File: src/rtl/pof_pkg.sv
package pof_pkg;

    typedef enum logic [1:0] {
        FMT_YC8   = 2'd0,
        FMT_YC16  = 2'd1,
        FMT_RGB15 = 2'd2,
        FMT_RGB16 = 2'd3
    } fmt_e;

    localparam int BUS_W   = 16;
    localparam int LANE_W  = 8;
    localparam int RB_W    = 5;
    localparam int G6_W    = 6;

    localparam logic [LANE_W-1:0] LUMA_BLACK   = 8'd16;
    localparam logic [LANE_W-1:0] CHROMA_ZERO  = 8'd128;

    typedef struct packed {
        logic blank;
        logic hs;
        logic vs;
        logic fld;
        logic act;
    } qual_t;

    typedef logic [1:0] phase_t;

    function automatic logic [LANE_W-1:0] mux_lane(
        input phase_t           ph,
        input logic [LANE_W-1:0] y,
        input logic [LANE_W-1:0] cb,
        input logic [LANE_W-1:0] cr
    );
        logic [LANE_W-1:0] v;
        case (ph)
            2'd0:    v = cb;
            2'd2:    v = cr;
            default: v = y;
        endcase
        return v;
    endfunction

endpackage

File: src/rtl/pof_msb.sv
module pof_msb #(
    parameter int IW = 8,
    parameter int OW = 5
) (
    input  logic [IW-1:0] d,
    output logic [OW-1:0] q
);
    generate
        if (IW == OW) begin : g_pass
            assign q = d;
        end else begin : g_slice
            assign q = d[IW-1 -: OW];
        end
    endgenerate
endmodule

File: src/rtl/pof_phase.sv
module pof_phase
    import pof_pkg::*;
(
    input  logic   clk2,
    input  logic   rst,
    input  logic   blank_in,
    output phase_t sel
);
    logic   blank_d;
    phase_t ph_q;
    logic   line_start;

    assign line_start = blank_d & ~blank_in;
    assign sel        = line_start ? 2'd0 : ph_q;

    always_ff @(posedge clk2) begin
        if (rst) begin
            blank_d <= 1'b1;
            ph_q    <= 2'd0;
        end else begin
            blank_d <= blank_in;
            ph_q    <= sel + 2'd1;
        end
    end
endmodule

File: src/rtl/pof_pack.sv
module pof_pack
    import pof_pkg::*;
#(
    parameter int COMP_W = 8
) (
    input  fmt_e              fmt,
    input  phase_t            sel,
    input  logic              blank,
    input  logic              vbi,
    input  logic [COMP_W-1:0] y,
    input  logic [COMP_W-1:0] cb,
    input  logic [COMP_W-1:0] cr,
    input  logic [COMP_W-1:0] r,
    input  logic [COMP_W-1:0] g,
    input  logic [COMP_W-1:0] b,
    output logic [BUS_W-1:0]  bus
);
    logic [LANE_W-1:0] y8, cb8, cr8;
    logic [RB_W-1:0]   r5, g5, b5;
    logic [G6_W-1:0]   g6;
    logic              force_black;
    logic [LANE_W-1:0] lane_hi, lane_c;

    pof_msb #(.IW(COMP_W), .OW(LANE_W)) u_y  (.d(y),  .q(y8));
    pof_msb #(.IW(COMP_W), .OW(LANE_W)) u_cb (.d(cb), .q(cb8));
    pof_msb #(.IW(COMP_W), .OW(LANE_W)) u_cr (.d(cr), .q(cr8));
    pof_msb #(.IW(COMP_W), .OW(RB_W))   u_r  (.d(r),  .q(r5));
    pof_msb #(.IW(COMP_W), .OW(RB_W))   u_g5 (.d(g),  .q(g5));
    pof_msb #(.IW(COMP_W), .OW(RB_W))   u_b  (.d(b),  .q(b5));
    pof_msb #(.IW(COMP_W), .OW(G6_W))   u_g6 (.d(g),  .q(g6));

    assign force_black = blank & ~vbi;

    always_comb begin
        if (force_black) begin
            lane_hi = mux_lane(sel, LUMA_BLACK, CHROMA_ZERO, CHROMA_ZERO);
            lane_c  = CHROMA_ZERO;
        end else begin
            lane_hi = mux_lane(sel, y8, cb8, cr8);
            lane_c  = sel[0] ? cr8 : cb8;
        end
    end

    always_comb begin
        bus = '0;
        case (fmt)
            FMT_YC8:   bus = {lane_hi, {LANE_W{1'b0}}};
            FMT_YC16:  bus = force_black ? {LUMA_BLACK, CHROMA_ZERO} : {y8, lane_c};
            FMT_RGB15: bus = force_black ? '0 : {1'b0, r5, g5, b5};
            FMT_RGB16: bus = force_black ? '0 : {r5, g6, b5};
            default:   bus = '0;
        endcase
    end
endmodule

File: src/rtl/pof_oreg.sv
module pof_oreg
    import pof_pkg::*;
(
    input  logic             clk2,
    input  logic             rst,
    input  qual_t            q_d,
    input  logic [BUS_W-1:0] bus_d,
    output qual_t            q_q,
    output logic [BUS_W-1:0] bus_q
);
    always_ff @(posedge clk2) begin
        if (rst) begin
            q_q   <= '{blank: 1'b1, hs: 1'b0, vs: 1'b0, fld: 1'b0, act: 1'b0};
            bus_q <= '0;
        end else begin
            q_q   <= q_d;
            bus_q <= bus_d;
        end
    end
endmodule

File: src/rtl/pix_out_fmt.sv
module pix_out_fmt
    import pof_pkg::*;
#(
    parameter int COMP_W = 8
) (
    input  logic              clk2,
    input  logic              rst,
    input  logic [1:0]        fmt_sel,
    input  logic              dv_gate,
    input  logic              blank_in,
    input  logic              vbi_in,
    input  logic              hsync_in,
    input  logic              vsync_in,
    input  logic              field_in,
    input  logic [COMP_W-1:0] y_in,
    input  logic [COMP_W-1:0] cb_in,
    input  logic [COMP_W-1:0] cr_in,
    input  logic [COMP_W-1:0] r_in,
    input  logic [COMP_W-1:0] g_in,
    input  logic [COMP_W-1:0] b_in,
    output logic [15:0]       pix_out,
    output logic              blank_out,
    output logic              hsync_out,
    output logic              vsync_out,
    output logic              field_out,
    output logic              dvalid
);
    phase_t           sel;
    fmt_e             fmt;
    logic [BUS_W-1:0] bus_d;
    qual_t            q_d, q_q;

    assign fmt = fmt_e'(fmt_sel);

    pof_phase u_phase (
        .clk2     (clk2),
        .rst      (rst),
        .blank_in (blank_in),
        .sel      (sel)
    );

    pof_pack #(.COMP_W(COMP_W)) u_pack (
        .fmt   (fmt),
        .sel   (sel),
        .blank (blank_in),
        .vbi   (vbi_in),
        .y     (y_in),
        .cb    (cb_in),
        .cr    (cr_in),
        .r     (r_in),
        .g     (g_in),
        .b     (b_in),
        .bus   (bus_d)
    );

    assign q_d = '{blank: blank_in, hs: hsync_in, vs: vsync_in,
                   fld: field_in, act: ~blank_in};

    pof_oreg u_oreg (
        .clk2  (clk2),
        .rst   (rst),
        .q_d   (q_d),
        .bus_d (bus_d),
        .q_q   (q_q),
        .bus_q (pix_out)
    );

    assign blank_out = q_q.blank;
    assign hsync_out = q_q.hs;
    assign vsync_out = q_q.vs;
    assign field_out = q_q.fld;
    assign dvalid    = dv_gate ? (q_q.act & clk2) : q_q.act;
endmodule

File: config.mk
export PLATFORM = sky130hd
export DESIGN_NAME = pix_out_fmt
export DESIGN_NICKNAME = d
export VERILOG_FILES = /design/src/rtl/pof_pkg.sv /design/src/rtl/pof_msb.sv /design/src/rtl/pof_phase.sv /design/src/rtl/pof_pack.sv /design/src/rtl/pof_oreg.sv /design/src/rtl/pix_out_fmt.sv
export SDC_FILE = /design/constraint.sdc
export NUM_CORES = 1
export LEC_CHECK = 0
export BUFFER_PORTS_ARGS = -buffer_cell sky130_fd_sc_hd__buf_2
export CELL_PAD_IN_SITES_DETAIL_PLACEMENT = 1
export CELL_PAD_IN_SITES_GLOBAL_PLACEMENT = 1
export CORE_MARGIN = 3
export CORE_UTILIZATION = 33
export CTS_BUF_LIST = sky130_fd_sc_hd__clkbuf_8 sky130_fd_sc_hd__clkbuf_16
export CTS_CLUSTER_SIZE = 20
export DETAILED_ROUTE_END_ITERATION = 10
export GPL_TIMING_DRIVEN = 0
export HOLD_SLACK_MARGIN = 0.02
export PLACE_DENSITY = 0.9
export SYNTH_ARGS = -nofsm -noshare
export SYNTH_HDL_FRONTEND = slang
export SYNTH_HIERARCHICAL = 1
export SYNTH_SLANG_ARGS = --single-unit
File: constraint.sdc
create_clock -name clk2 -period 1.9 [get_ports clk2]
set_clock_uncertainty 0.15 [all_clocks]
set_input_delay 0.38 -clock clk2 [delete_from_list [all_inputs] [get_ports clk2]]
set_output_delay 0.38 -clock clk2 [all_outputs]
set_load 0.05 [all_outputs]
=== After elaboration in Yosys (flattened, before gate mapping) ===
Cells that the tools add are included.
W data, S select, Z words.

* Flip-flop bits (word level): 23
* Latch bits: 0
* RAM bits: 0
* ROM bits: 0
* Input port bits: 58
* Logic and storage cells: 30
* Memories kept: 0

* $add $sub $neg: 1
* $mul: 0
* Div/mod/pow operators: 0
* Magnitude comparators: 0
* Equal/unequal tests: 4
* Shift operators: 0
* Muxes and demuxes: 10
* Bitwise logic cells: 5
* Reduce and logical (&&, ||, !) cells: 3

{| class="wikitable"
|+ Operator list
! cell !! number
|-
| $pmux W16 S4 || 1
|-
| $mux W16 || 2
|-
| $mux W8 || 3
|-
| $pmux W8 S2 || 1
|-
| $mux W15 || 1
|-
| $eq A2 B2 Y1 const B || 3
|-
| $logic_not A2 Y1 || 2
|-
| $and A1 B1 Y1 || 3
|-
| $add A2 B1 Y2 const B || 1
|-
| $eq A2 B1 Y1 const B || 1
|-
| $mux W2 || 1
|-
| $not A1 Y1 || 2
|-
| $reduce_or A2 Y1 || 1
|-
| $mux W1 || 1
|}

=== Longest topological paths before layout ===
* Depth in word-level cells: 8
* Mapped depth: 8
* Depth with buffers taken out: 7

=== Modules after synthesis ===
The synthesis kept the hierarchy.

{| class="wikitable"
|+ Modules (own cells, without submodules)
! module !! instances !! cells an instance !! area each (um^2) !! seq. area each (um^2)
|-
| pof_pack || 1 || 99 || 665.6 || 0.0
|-
| pof_oreg || 1 || 44 || 568.0 || 420.4
|-
| pof_msb at u_pack.u_cb ... || 3 || 8 || 60.1 || 0.0
|-
| pof_msb at u_pack.u_b ... || 3 || 5 || 37.5 || 0.0
|-
| pof_phase || 1 || 10 || 108.9 || 60.1
|-
| pof_msb at u_pack.u_g6 || 1 || 6 || 45.0 || 0.0
|-
| pix_out_fmt || 1 || 3 || 15.0 || 0.0
|}

==> results by group <==
Yosys
  – Post-synth EDFFs: 0
  – Asr flop ratio synth: 0%
  – Ranking of synthesized cells by area: dfxtp_1, buf_4, nor2b_1
  – Synth top area share: 28.3%
  – Mapped Area: 1700 sq um
  – Synthesized Nets: 259
  – Mapped Cells: 201
  – Synth Register Bits: 24
  – Synth warnings: 6
  – Post-synth cell types: 31
  – Primary FF master, synth: dfxtp_1
  – Leading area contributor after synthesis: dfxtp_1
  – Sequential share of the synthesized area: 28.3%
  – Synthesized area per cell: 8.43 sq um
  – Most frequent cells after synthesis: buf_4, dfxtp_1, nor2b_1
  – Most common cell in the synthesized netlist: buf_4

STA
  – Total negative slack: 0 ps
  – Worst setup margin: 12.7 ps
  – Slew HR: 66.3%
  – Slew @ Worst Pin: 504 ps
  – Endpoints failing setup: 0
  – Final hold vios: 0
  – Hold WS: 76.6 ps
  – Max Slew Vio Count: 0

Placement
  – Cells after DPL: 296
  – Port Buffers: 28
  – DP HPWL: 3.62 mm
  – Final Wtd Congestion: 0.790
  – Setup Slack @ Placement: -263 ps

Layout
  – Non-Filler Instances: 302
  – Nets: 294
  – # diodes: 0
  – Synth-to-Final Area Change: 18.7%
  – FF+latch area: 480 sq um
  – Layout cells sized above 1: 45.5%
  – Multi-input gate area: 801 sq um
  – Fillers: 620

Routing
  – Drt initial violations: 103
  – Routed wire length: 4.64 mm
  – Vias: 1487
  – Pre-Repair DR Iteration Count: 8
  – Vias/cell: 4.92
  – Routed len/inst: 15.3 um
  – DRC: 0
  – Final antenna-violating net count: 0

Global routing
  – Initial antenna violation count: 0
  – All-Layer GR Usage: 16.3%
  – Largest net degree at the start of global routing: 17
  – Vias in the first global route: 1574
  – First-pass GRT wire length: 7.42 mm
  – Overflow after GRT: 0

Hold path
  – Worst min path class: primary input to register

Critical path
  – CP max FO: 9
  – Crit end category: primary output
  – CP max stage delay: 180 ps
  – Startpoint Class: clock port
  – WS Path Type: clock port to primary output
  – Crit path arrival time: 1360 ps
  – CP Buf/Inv Count: 3
  – Worst path cell trace: clkbuf_16, inv_4, a21boi_2, buf_4
  – WP data required: 1370 ps
  – Slowest CP cell: buf_4
  – Delay-heaviest family, CP: buffers and inverters

Power
  – Worst VDD drop: 271 uV
  – Power Density: 712 nW/um^2
  – Leak: 0.936 nW
  – Power Total: 0.00143 W

Clocking
  – TritonCTS Buffers: 3
  – Post-CTS Hold Buffers: 0
  – Clk root buf: clkbuf_8
  – Worst-skew pair later-pin latency: 270 ps
  – CTS tree: done
  – Largest buffer count on any clock path: 2
  – Worst-path clk slew: 90 ps
  – H-tree depth: 1

Floorplanning
  – Die width: 77.7 um
  – Core area: 4850 sq um
  – Row Count: 25
  – Initial Util: 35.0%
  – # IOs: 79
  – Die Ht: 77.7 um
  – Die Footprint: 6030 sq um

Flow run
  – Max Cap Viol: 0

Run status
  – Status: finished, final reports clean
through the flow:
step	instance area, sq um	utilization [%]
floorplan	1700	-
global placement	1920	39.6
detailed placement	1920	39.6
CTS	1970	40.6
global route	2010	41.5
finish	2010	41.5
logic make-up after synthesis:
| group | Yosys count | synth area share, % |
|---|---|---|
| xor+xnor | 1 | 0.517 |
| flops | 24 | 28.3 |
| compound gates | 37 | 14.2 |
| mux | 22 | 13.9 |
| buf+inv | 62 | 25.2 |
| simple gates | 55 | 17.8 |
path summary, 6_finish.rpt:
path | start | end | slack (ps) | depth (start not counted)
worst max-delay path | clk2 | dvalid | 10 | 4
worst min-delay path | rst | u_oreg/bus_q[13]$_SDFF_PP0_ | 80 | 2
worst max register to register | u_phase/ph_q[1]$_SDFF_PP0_ | u_oreg/bus_q[15]$_SDFF_PP0_ | 180 | 7
worst min register to register | u_phase/blank_d$_SDFF_PP1_ | u_phase/ph_q[1]$_SDFF_PP0_ | 280 | 2
power by group:
group	switching [W]	leakage (nW)	internal [W]
clock network	0.000226	0.0513	0.000242
registers	0.00000877	0.199	0.000536
logic	0.000238	0.686	0.000182
flip-flops by register name (all words and copies together) (netlist names):
name	flops
u_phase/ph_q	2
u_oreg/q_q	5
u_phase/blank_d	1
u_oreg/bus_q	16
routing by layer:
layer  part of all wire [%]  vias up  GRT usage (%)  routed length [um]
met5                      0        -              0                   0
met4                   0.97        0           3.20                  45
met3                    7.2        6           3.13                 332
met2                     51       62           28.2                2350
met1                     41      715           21.0                1910
li1                       -      704              -                   -
placed cells by master (no fill, tap or decap), types with 2 or more instances in the layout:
cell type	Yosys	final
a211oi_1	5	5
a21oi_1	8	8
a22oi_1	9	9
a31oi_1	3	3
buf_2	6	32
buf_4	46	50
buf_6	2	3
clkbuf_1	3	3
dfxtp_1	24	24
inv_1	5	4
inv_4	0	2
mux2_2	12	12
mux2i_1	10	10
nand2_1	10	10
nand3_1	2	2
nand4_1	3	3
nor2_1	8	8
nor2b_1	23	22
o211ai_1	3	3
o21ai_0	5	4
or2_2	2	2
area by class of cell:
cell class                 instances  area share (%)
multi-input combinational        115            39.8
sequential                        24            23.9
buffer                            57            20.6
timing repair buffer              27            6.72
tap                               67            4.17
clock buffer                       6            3.42
inverter                           4           0.746
clock inverter                     2           0.622
repair_timing:
item	4_1_cts	5_1_grt
endpoints found under the setup margin	2	7
buffers inserted	0	3
pin swaps	1	0
resized for setup	4	6
Power figures use the tool's default switching activity.
